[src/rtl/coef_bank_pkg.sv]
package coef_bank_pkg;

    localparam int CB_AW   = 8;
    localparam int N_BANKS = 3;

    localparam logic [2:0] BM_OFF  = 3'b000;
    localparam logic [2:0] BM_UPD1 = 3'b001;
    localparam logic [2:0] BM_UPD3 = 3'b011;
    localparam logic [2:0] BM_AUTO = 3'b100;

    typedef logic [CB_AW-1:0] caddr_t;

    localparam caddr_t SEG0_LO = 8'h29;
    localparam caddr_t SEG0_HI = 8'h36;
    localparam caddr_t SEG1_LO = 8'h3A;
    localparam caddr_t SEG1_HI = 8'h3F;
    localparam caddr_t SEG2_LO = 8'h58;
    localparam caddr_t SEG2_HI = 8'h5F;

    localparam int SEG0_N  = int'(SEG0_HI) - int'(SEG0_LO) + 1;
    localparam int SEG1_N  = int'(SEG1_HI) - int'(SEG1_LO) + 1;
    localparam int SEG2_N  = int'(SEG2_HI) - int'(SEG2_LO) + 1;
    localparam int N_WORDS = SEG0_N + SEG1_N + SEG2_N;
    localparam int IDX_W   = $clog2(N_WORDS);

    // gang halves: left half of segment 0 and segment 2 mirror onto right half
    localparam caddr_t GANG0_STEP = caddr_t'(SEG0_N / 2);
    localparam caddr_t GANG1_STEP = caddr_t'(SEG2_N / 2);
    localparam caddr_t GANG0_HI   = SEG0_LO + GANG0_STEP - 8'd1;
    localparam caddr_t GANG1_HI   = SEG2_LO + GANG1_STEP - 8'd1;

    typedef struct packed {
        logic   we;
        caddr_t addr;
    } wport_t;

    function automatic logic is_bankable(caddr_t a);
        return (a >= SEG0_LO && a <= SEG0_HI) ||
               (a >= SEG1_LO && a <= SEG1_HI) ||
               (a >= SEG2_LO && a <= SEG2_HI);
    endfunction

    function automatic logic is_gang_src(caddr_t a);
        return (a >= SEG0_LO && a <= GANG0_HI) ||
               (a >= SEG2_LO && a <= GANG1_HI);
    endfunction

    function automatic caddr_t gang_dst(caddr_t a);
        return (a <= GANG0_HI) ? a + GANG0_STEP : a + GANG1_STEP;
    endfunction

    function automatic caddr_t slot_addr(logic [IDX_W-1:0] i);
        int k;
        k = int'(i);
        if (k < SEG0_N)
            return SEG0_LO + caddr_t'(k);
        else if (k < SEG0_N + SEG1_N)
            return SEG1_LO + caddr_t'(k - SEG0_N);
        else
            return SEG2_LO + caddr_t'(k - SEG0_N - SEG1_N);
    endfunction

    function automatic logic [1:0] rate_to_bank(logic [2:0] r);
        case (r)
            3'b000:  return 2'd0;
            3'b011:  return 2'd1;
            default: return 2'd2;
        endcase
    endfunction

endpackage

[src/rtl/coef_bank_steer.sv]
module coef_bank_steer
    import coef_bank_pkg::*;
#(
    parameter int DW = 32
) (
    input  logic               clk,
    input  logic               rst,
    input  logic               host_we,
    input  caddr_t             host_addr,
    input  logic [DW-1:0]      host_data,
    input  logic [2:0]         mode,
    input  logic               gang_en,
    input  logic               busy,
    output wport_t             live_a,
    output logic [DW-1:0]      live_a_data,
    output wport_t             live_b,
    output logic [N_BANKS-1:0] sh_we,
    output caddr_t             sh_addr,
    output logic [DW-1:0]      sh_data,
    output wport_t             sh_mir
);

    logic               bank_hit, accept, direct, to_shadow, mirror;
    logic [N_BANKS-1:0] sh_sel;
    caddr_t             mir_addr;

    always_comb begin
        bank_hit  = is_bankable(host_addr);
        accept    = host_we && !(bank_hit && busy);
        direct    = !bank_hit || mode == BM_OFF || mode == BM_AUTO;
        to_shadow = bank_hit && mode >= BM_UPD1 && mode <= BM_UPD3;
        mirror    = bank_hit && gang_en && is_gang_src(host_addr);
        mir_addr  = gang_dst(host_addr);
    end

    for (genvar b = 0; b < N_BANKS; b++) begin : g_bank_sel
        assign sh_sel[b] = to_shadow && (mode == 3'(b + 1));
    end

    always_ff @(posedge clk) begin
        if (rst) begin
            live_a      <= '0;
            live_b      <= '0;
            live_a_data <= '0;
            sh_we       <= '0;
            sh_addr     <= '0;
            sh_data     <= '0;
            sh_mir      <= '0;
        end else begin
            live_a.we   <= accept && direct;
            live_a.addr <= host_addr;
            live_a_data <= host_data;
            live_b.we   <= accept && direct && mirror;
            live_b.addr <= mir_addr;
            sh_we       <= accept ? sh_sel : '0;
            sh_addr     <= host_addr;
            sh_data     <= host_data;
            sh_mir.we   <= accept && to_shadow && mirror;
            sh_mir.addr <= mir_addr;
        end
    end

    AST_SHADOW_ONEHOT: assert property (@(posedge clk) disable iff (rst)
        $onehot0(sh_we));

    AST_BUSY_DROP: assert property (@(posedge clk) disable iff (rst)
        (host_we && busy && is_bankable(host_addr)) |=> !live_a.we && sh_we == '0 && !sh_mir.we);

    AST_MIRROR_WITH_PRIMARY: assert property (@(posedge clk) disable iff (rst)
        (live_b.we || sh_mir.we) |-> (live_a.we || sh_we != '0));

endmodule

[src/rtl/coef_bank_copy.sv]
module coef_bank_copy
    import coef_bank_pkg::*;
#(
    parameter int DW = 32
) (
    input  logic          clk,
    input  logic          rst,
    input  logic          start,
    input  logic [1:0]    start_bank,
    input  logic [DW-1:0] rd_data,
    output logic          busy,
    output logic [1:0]    rd_sel,
    output caddr_t        rd_addr,
    output wport_t        wr,
    output logic [DW-1:0] wr_data
);

    localparam logic [IDX_W-1:0] LAST_IDX = IDX_W'(N_WORDS - 1);

    logic [IDX_W-1:0] idx;
    logic [1:0]       bank_q;

    assign rd_sel  = bank_q;
    assign rd_addr = slot_addr(idx);

    always_ff @(posedge clk) begin
        if (rst) begin
            busy    <= 1'b0;
            idx     <= '0;
            bank_q  <= '0;
            wr      <= '0;
            wr_data <= '0;
        end else begin
            wr.we   <= busy;
            wr.addr <= rd_addr;
            wr_data <= rd_data;
            if (start) begin
                busy   <= 1'b1;
                idx    <= '0;
                bank_q <= start_bank;
            end else if (busy) begin
                if (idx == LAST_IDX) begin
                    busy <= 1'b0;
                    idx  <= '0;
                end else begin
                    idx <= idx + 1'b1;
                end
            end
        end
    end

    AST_COPY_IN_RANGE: assert property (@(posedge clk) disable iff (rst)
        wr.we |-> is_bankable(wr.addr));

    AST_COPY_ENDS_AT_TOP: assert property (@(posedge clk) disable iff (rst)
        $fell(busy) |-> (wr.we && wr.addr == SEG2_HI));

endmodule

[src/rtl/coef_bank_ctrl.sv]
module coef_bank_ctrl
    import coef_bank_pkg::*;
#(
    parameter int DW = 32
) (
    input  logic               clk,
    input  logic               rst,
    input  logic               host_we,
    input  logic [CB_AW-1:0]   host_addr,
    input  logic [DW-1:0]      host_data,
    input  logic [2:0]         bank_mode,
    input  logic [2:0]         rate_code,
    input  logic               rate_chg,
    input  logic               gang_en,
    output logic               live_we,
    output logic [CB_AW-1:0]   live_addr,
    output logic [DW-1:0]      live_data,
    output logic               live_mir_we,
    output logic [CB_AW-1:0]   live_mir_addr,
    output logic [DW-1:0]      live_mir_data,
    output logic [N_BANKS-1:0] shadow_we,
    output logic [CB_AW-1:0]   shadow_addr,
    output logic [DW-1:0]      shadow_data,
    output logic               shadow_mir_we,
    output logic [CB_AW-1:0]   shadow_mir_addr,
    output logic [1:0]         bank_rd_sel,
    output logic [CB_AW-1:0]   bank_rd_addr,
    input  logic [DW-1:0]      bank_rd_data,
    output logic               busy
);

    logic [2:0]    mode_q;
    logic          copy_start;
    wport_t        live_a, live_b, sh_mir, cp_wr;
    logic [DW-1:0] live_a_data, cp_data;

    always_ff @(posedge clk) begin
        if (rst) mode_q <= BM_OFF;
        else     mode_q <= bank_mode;
    end

    assign copy_start = (bank_mode == BM_AUTO) && (rate_chg || mode_q != BM_AUTO);

    coef_bank_steer #(.DW(DW)) u_steer (
        .clk         (clk),
        .rst         (rst),
        .host_we     (host_we),
        .host_addr   (host_addr),
        .host_data   (host_data),
        .mode        (bank_mode),
        .gang_en     (gang_en),
        .busy        (busy),
        .live_a      (live_a),
        .live_a_data (live_a_data),
        .live_b      (live_b),
        .sh_we       (shadow_we),
        .sh_addr     (shadow_addr),
        .sh_data     (shadow_data),
        .sh_mir      (sh_mir)
    );

    coef_bank_copy #(.DW(DW)) u_copy (
        .clk        (clk),
        .rst        (rst),
        .start      (copy_start),
        .start_bank (rate_to_bank(rate_code)),
        .rd_data    (bank_rd_data),
        .busy       (busy),
        .rd_sel     (bank_rd_sel),
        .rd_addr    (bank_rd_addr),
        .wr         (cp_wr),
        .wr_data    (cp_data)
    );

    assign live_we         = live_a.we;
    assign live_addr       = live_a.addr;
    assign live_data       = live_a_data;
    assign live_mir_we     = cp_wr.we | live_b.we;
    assign live_mir_addr   = cp_wr.we ? cp_wr.addr : live_b.addr;
    assign live_mir_data   = cp_wr.we ? cp_data : live_a_data;
    assign shadow_mir_we   = sh_mir.we;
    assign shadow_mir_addr = sh_mir.addr;

    AST_LANE_EXCLUSIVE: assert property (@(posedge clk) disable iff (rst)
        !(cp_wr.we && live_b.we));

    AST_RATE_STARTS_COPY: assert property (@(posedge clk) disable iff (rst)
        (bank_mode == BM_AUTO && rate_chg) |=> busy);

    AST_NO_COPY_OUTSIDE_AUTO: assert property (@(posedge clk) disable iff (rst)
        (bank_mode != BM_AUTO && !busy) |=> !busy);

    AST_NONBANK_PASS: assert property (@(posedge clk) disable iff (rst)
        (host_we && !is_bankable(host_addr)) |=> (live_we && live_addr == $past(host_addr)));

endmodule

[config.mk]
export PLATFORM = sky130hd
export DESIGN_NAME = coef_bank_ctrl
export DESIGN_NICKNAME = d
export VERILOG_FILES = /design/src/rtl/coef_bank_pkg.sv /design/src/rtl/coef_bank_steer.sv /design/src/rtl/coef_bank_copy.sv /design/src/rtl/coef_bank_ctrl.sv
export SDC_FILE = /design/constraint.sdc
export NUM_CORES = 1
export LEC_CHECK = 0
export BUFFER_PORTS_ARGS = -buffer_cell sky130_fd_sc_hd__buf_4
export CORE_AREA = 5 5 118 120
export CTS_BUF_LIST = sky130_fd_sc_hd__clkbuf_2 sky130_fd_sc_hd__clkbuf_4 sky130_fd_sc_hd__clkbuf_8
export DETAILED_ROUTE_END_ITERATION = 10
export DIE_AREA = 0 0 123 125
export HOLD_SLACK_MARGIN = 0.12
export PLACE_DENSITY = 0.8
export SYNTH_ARGS = -nofsm -noshare
export SYNTH_HDL_FRONTEND = slang
export SYNTH_HIERARCHICAL = 1
export SYNTH_SLANG_ARGS = --single-unit
[constraint.sdc]
create_clock -name clk -period 4.7 [get_ports clk]
set_input_delay 0.235 -clock clk [delete_from_list [all_inputs] [get_ports clk]]
set_output_delay 0.235 -clock clk [all_outputs]
set_load 0.02 [all_outputs]
==> After elaboration in Yosys (flattened, before gate mapping) <==
Cells that the tools add are included.
{ "word_totals": {"output_inout_bits": 145, "ff_bits": 106, "inputBits": 83, "word_cells": 84} }
{ "classes": {"n_lt_le_gt_ge": 12, "mux": 10, "reduce_logical": 31, "eq_ne": 7, "addsub": 8, "bitwise": 2} }
{ "ops": {"columns": ["op", "n"], "rows": [
  ["2-to-1 mux 32 bit", 1],
  ["2-to-1 mux 8 bit", 4],
  ["<= comparator 8 x 6 -> 1 bit, second input constant", 3],
  ["logical AND 1 bit", 19],
  ["adder 8 x 3 -> 8 bit, second input constant", 2],
  ["greater-or-equal comparator 8 x 6 -> 1 bit, second input constant", 2],
  ["<= comparator 8 x 7 -> 1 bit, second input constant", 2],
  ["== test 3 x 2 -> 1 bit, second input constant", 3],
  ["adder 6 x 8 -> 8 bit, first input constant", 1],
  ["adder 7 x 8 -> 8 bit, first input constant", 1],
  ["greater-or-equal comparator 8 x 7 -> 1 bit, second input constant", 1],
  ["subtractor 8 x 4 -> 8 bit, second input constant", 1],
  ["adder 6 x 5 -> 7 bit, first input constant", 1],
  ["zero test 3 bit", 2],
  ["logical OR 1 bit", 6],
  ["subtractor 5 x 4 -> 6 bit, second input constant", 1],
  ["adder 5 x 1 -> 5 bit, second input constant", 1],
  ["== test 5 bit, second input constant", 1],
  ["< comparator 5 x 4 -> 1 bit, second input constant", 1],
  ["< comparator 5 bit, second input constant", 1],
  ["2-to-1 mux 5 bit", 1],
  ["case mux 2 bit (2 select lines)", 1],
  ["OR reduction 2 bit", 2],
  ["== test 3 x 1 -> 1 bit, second input constant", 1],
  ["other kinds (8)", 11]
]} }

==> Depth between registers and ports, before layout <==
{ "logic_depth": {"ltp_word": 9, "mapped_depth": 11, "ltp_nobuf": 10} }

==> Cells and area by module <==
Netlist, hierarchy kept.
{ "modules_own_cells": {"columns": ["mod", "area_per_inst_um2", "cells_each", "n_inst", "seq_area_each_um2"], "rows": [
  ["coef_bank_steer", 2179.6, 221, 1, 1081.0],
  ["coef_bank_copy", 1970.6, 194, 1, 980.9],
  ["coef_bank_ctrl", 812.0, 58, 1, 60.1]
]} }

==> Worst setup path after synthesis <==
No wires, ideal clock.
{ "synth_path": {"path_type": "reg2reg", "from": "reg u_copy.idx[2]", "to": "reg u_copy/wr[5] (netlist name)", "stages_incl_launch_ff": 11, "t_required_ps": 4568, "t_arrival_ps": 2119, "n_path_buf": 1, "slack_ps": 2449, "synth_period_minus_slack_ps": 2251, "setup_ps": 132, "path_cell_list": "dfxtp_1 ha_1 buf_2 xnor3_1 a22oi_2 xnor2_1 ha_1 nor2_1 a21oi_1 a31o_1 nor2b_1"} }
{ "synth_via": {"elab_chain_len": 5, "word_cells_on_any_way": 9, "classes_between": "add/sub: 5; order compare: 2; mux: 2"} }
{ "synth_lines": {"columns": ["element", "line_no", "source"], "rows": [
  ["from (decl)", "coef_bank_copy.sv:20", "logic [IDX_W-1:0] idx;"],
  ["from (signal assigned)", "coef_bank_copy.sv:46", "idx <= idx + 1'b1;"],
  ["subtractor 5 x 4 -> 6 bit", "coef_bank_pkg.sv:58, coef_bank_pkg.sv:60", null],
  ["subtractor 8 x 4 -> 8 bit", "coef_bank_pkg.sv:60", "return SEG2_LO + caddr_t'(k - SEG0_N - SEG1_N);"],
  ["adder 7 x 8 -> 8 bit", "coef_bank_pkg.sv:60", null],
  ["2-to-1 mux 8 bit", "coef_bank_pkg.sv:57", "else if (k < SEG0_N + SEG1_N)"],
  ["2-to-1 mux 8 bit *", "coef_bank_pkg.sv:55", "if (k < SEG0_N)"],
  ["net bank_rd_addr[5]", "coef_bank_ctrl.sv:27", "output logic [CB_AW-1:0] bank_rd_addr,"],
  ["to (decl)", "coef_bank_copy.sv:14", "output wport_t wr,"]
]} }
Mark *: on every way through the listed nets, which the timed path passes. The rest lies on a longest branch.
A chain may end at the register's enable or synchronous reset.

==> Final worst setup path <==
{ "layout_path": {"from": "reg u_copy.idx[3]", "to": "out bank_rd_addr[5]"} }
{ "layout_via": {"elab_chain_len": 5, "word_cells_on_any_way": 9, "classes_between": "add/sub: 5; order compare: 2; mux: 2"} }
{ "layout_lines": {"columns": ["element", "line_no"], "rows": [
  ["subtractor 5 x 4 -> 6 bit", "coef_bank_pkg.sv:58, coef_bank_pkg.sv:60"],
  ["subtractor 8 x 4 -> 8 bit", "coef_bank_pkg.sv:60"],
  ["adder 7 x 8 -> 8 bit", "coef_bank_pkg.sv:60"],
  ["2-to-1 mux 8 bit", "coef_bank_pkg.sv:57"],
  ["2-to-1 mux 8 bit *", "coef_bank_pkg.sv:55"],
  ["to (decl)", "coef_bank_ctrl.sv:27"]
]} }
Every way passes the cells marked *; elsewhere a longest branch is shown, timed or not.

==> metrics.md <==
| Metric | Value |
|---|---|
| Share of the synthesized area in the top cell type | 0.428 |
| Min cycle time layout | 3.31 ns |
| Clock sink count | 106 |
| Power Total | 1.94 mW |
| Worst clock skew | 0.0118 ns |
| Worst path most repeated cell | ha_1 |
| Synth top area cells | dfxtp_1 43%, mux2_4 12%, nor2b_1 10% |
| Synth async-reset ratio | 0 |
| Hold Crit Class | input port to register |
| First-pass GRT wire length | 22.0 mm |
| Cell variety after synth | 59 |
| Worst VDD drop | 0.000164 V |
| Syn nets | 570 |
| Fin. Hold Viols | 0 |
| Commonest non-fill, non-tap cell in the layout | buf_4 |
| Reg-to-reg critical path startpoint | u_copy/idx[3] |
| Final Non-Filler Cells | 888 |
| Hold-fix buffers, CTS | 68 |
| WL met3 | 1.19 mm |
| Period utilisation layout | 0.704 |
| Grt total ovfl | 0 |
| DRT Pass-1 Iters | 5 |
| Clk_lat worst skew | 0.37 ns |
| CP Cell Sequence | ha_1 > xnor3_1 > a22oi_2 > xnor2_1 > ha_1 > nor2_1 > a21oi_1 > a31o_1 > buf_4 |
| Yosys reg bits | 106 |
| EDFF count, synth | 0 |
| Power per Cell Area | 269 mW/mm² |
| Status | finished clean |
| Slowest stage cell, crit path | dfxtp_1 |
| Clock slew at reported path FFs | 0.10 ns |
| Met2 WL | 7.53 mm |
| Max FO, Critical Path | 15 |
| Vias in the first global route | 4300 |
| Gpl congestion | 0.821 |
| Worst-Margin Slew | 0.954 ns |
| RSZ-0062 raised after global routing | false |
| Root buf cell | clkbuf_8 |
| Vias | 4111 |
| Top routing layer in use | met4 |
| Slew headroom | 0.363 |
| Area of the mapped netlist | 0.00496 mm² |
| CTS tree | yes |
| Hold slack | 0.165 ns |
| Post-CTS setup buffer count | 0 |
| DIE WIDTH | 123 µm |
| Cell count after synthesis | 473 |
| Fillers | 1009 |
| WL/cell | 16.5 µm |
| Hold Crit Start | host_addr[7] |
| DRT antenna net count | 0 |
| Pin count of the biggest net entering global routing | 53 |
| Die area | 0.0154 mm² |
| CP Launch Type | register |
| Nets | 804 |
| Data required, critical path | 4.47 ns |
| DRC viols | 0 |
| Critical path class | register to primary output |
| Number of max-cap violations | 0 |
| Met1 wire length | 5.56 mm |
| H-Tree Level Count | 3 |
| Starting density of the core | 0.385 |
| CTS max path bufs | 2 |
| Lkg Pwr | 3.29 nW |
| Hpwl dp | 10.0 mm |
| CP Capture Type | primary output |
| WL final | 14.6 mm |
| Initial antenna violation count | 0 |
| Top-level I/O count | 228 |
| Setup crit start | u_copy/idx[3] |
| Site Rows | 42 |
| Final setup viols | 0 |
| Antenna diode count | 0 |
| Core Box Area | 0.0129 mm² |
| Top_reg_cell synth | dfxtp_1 |
| Max Clk Rate | 302 MHz |
| Placed cells | 804 |
| Layout cell share with drive strength beyond 1 | 0.420 |
| Seq/Total Area, Yosys | 0.428 |
| CTS buffer count | 9 |
| Cell taking the most area after synthesis | dfxtp_1 |
| GRT Util Overall | 0.180 |
| Area grow syn2layout | 45.2% |
| Port-buffer cells | 227 |
| Slew Viols, Final | 0 |
| Most frequent cells in the layout | 229 x buf_4, 105 x dfxtp_1, 80 x nor2b_1 |
| Die H | 125 µm |
| Via density per instance | 4.63 |
| Mapped Avg Cell Area | 10.5 µm² |
| Warning count from the yosys run | 6 |
| Initial drt markers | 231 |
| Crit path DAT | 3.08 ns |
| Crit-path max cell delay | 0.75 ns |
| Setup TNS Final | 0 ns |
| Post_cts resized | 0 |
-- registers in the layout, summed over array words and instances (netlist names) --
| name | flops |
|---|---|
| u_steer/live_b | 9 |
| u_steer/live_a | 9 |
| u_copy/rd_sel | 2 |
| u_steer/sh_mir | 1 |
| u_copy/busy | 1 |
| mode_q | 3 |
| u_copy/wr_data | 32 |
| u_steer/sh_data | 32 |
| u_copy/idx | 5 |
| u_steer/sh_we | 3 |
| u_copy/wr | 9 |
-- logic make-up (layout without fill, tap and decap cells) --
| group | Yosys count | in the layout | share of synthesized area |
|---|---|---|---|
| flops | 106 | 106 | 0.428 |
| simple gates | 159 | 159 | 0.181 |
| xor+xnor | 13 | 13 | 0.0295 |
| buf+inv | 87 | 326 | 0.125 |
| compound gates | 50 | 50 | 0.0729 |
| fa+ha+maj | 14 | 14 | 0.0353 |
| mux | 44 | 44 | 0.129 |
-- layout make-up --
class	instances	area, µm²	area share
Clock buffer	11	145	0.0201
Clock inverter	5	42.5	0.00590
Inverter	13	48.8	0.00677
Multi-Input combinational cell	280	2230	0.309
Sequential cell	106	2120	0.295
Tap cell	176	220	0.0306
Timing Repair Buffer	297	2400	0.333
-- metrics by stage --
| stage | setup slack, ns | utilization | cell area [µm²] |
|---|---|---|---|
| after floorplan | 2.45 | - | 4960 |
| after global placement | 1.94 | 0.492 | 6340 |
| after detailed placement | 1.82 | 0.492 | 6340 |
| after CTS | 1.37 | 0.560 | 7210 |
| after global routing | 1.18 | 0.560 | 7210 |
| final | 1.39 | 0.560 | 7210 |
-- per-layer routing --
metal	up-vias	GRT usage
met5	-	0
met4	0	0.0684
met3	21	0.0456
met2	197	0.331
met1	1915	0.196
li1	1978	-
-- critical path: cells and delay by family, from the launching register on --
kind	cells	cell delay [ns]
DFF	1	0.75
adders and majority gates	2	0.73
xor gates and xnor gates	2	0.48
AOI/OAI and AO/OA	3	0.46
buffers and inverters	1	0.16
and+or+nand+nor	1	0.13
-- synthesized netlist by cell type (all sizes together) (2+ instances only) --
cell and number:
nand2b 3, nand2 18, xnor2 9, mux2 41, or2 3, a21oi 15
nor3 15, nand3 5, nor4b 2, o21ai 11, ha 14, a211o 2
clkbuf 12, a22oi 2, xor2 3, mux2i 3, nor2b 81, o211ai 3
o22ai 2, dfxtp 106, nor2 21, nor3b 2, and3 4, a211oi 3
o311a 2, buf 62, inv 13
-- power breakdown --
group | total [mW] | internal (mW) | leakage (nW) | switching, mW
logic | 0.427 | 0.226 | 2.31 | 0.201
clock network | 0.542 | 0.222 | 0.100 | 0.320
registers | 0.972 | 0.942 | 0.879 | 0.0305
-- path summary, 6_finish.rpt --
path                       end  slack, ns  depth (start not counted)
min          u_steer/live_a[7]       0.16                          2
min reg2reg   u_copy/rd_sel[0]       0.51                          2
max            bank_rd_addr[5]       1.39                          9
max reg2reg       u_copy/wr[5]       1.91                          9
Note: power is estimated with default switching activity, not from simulation.
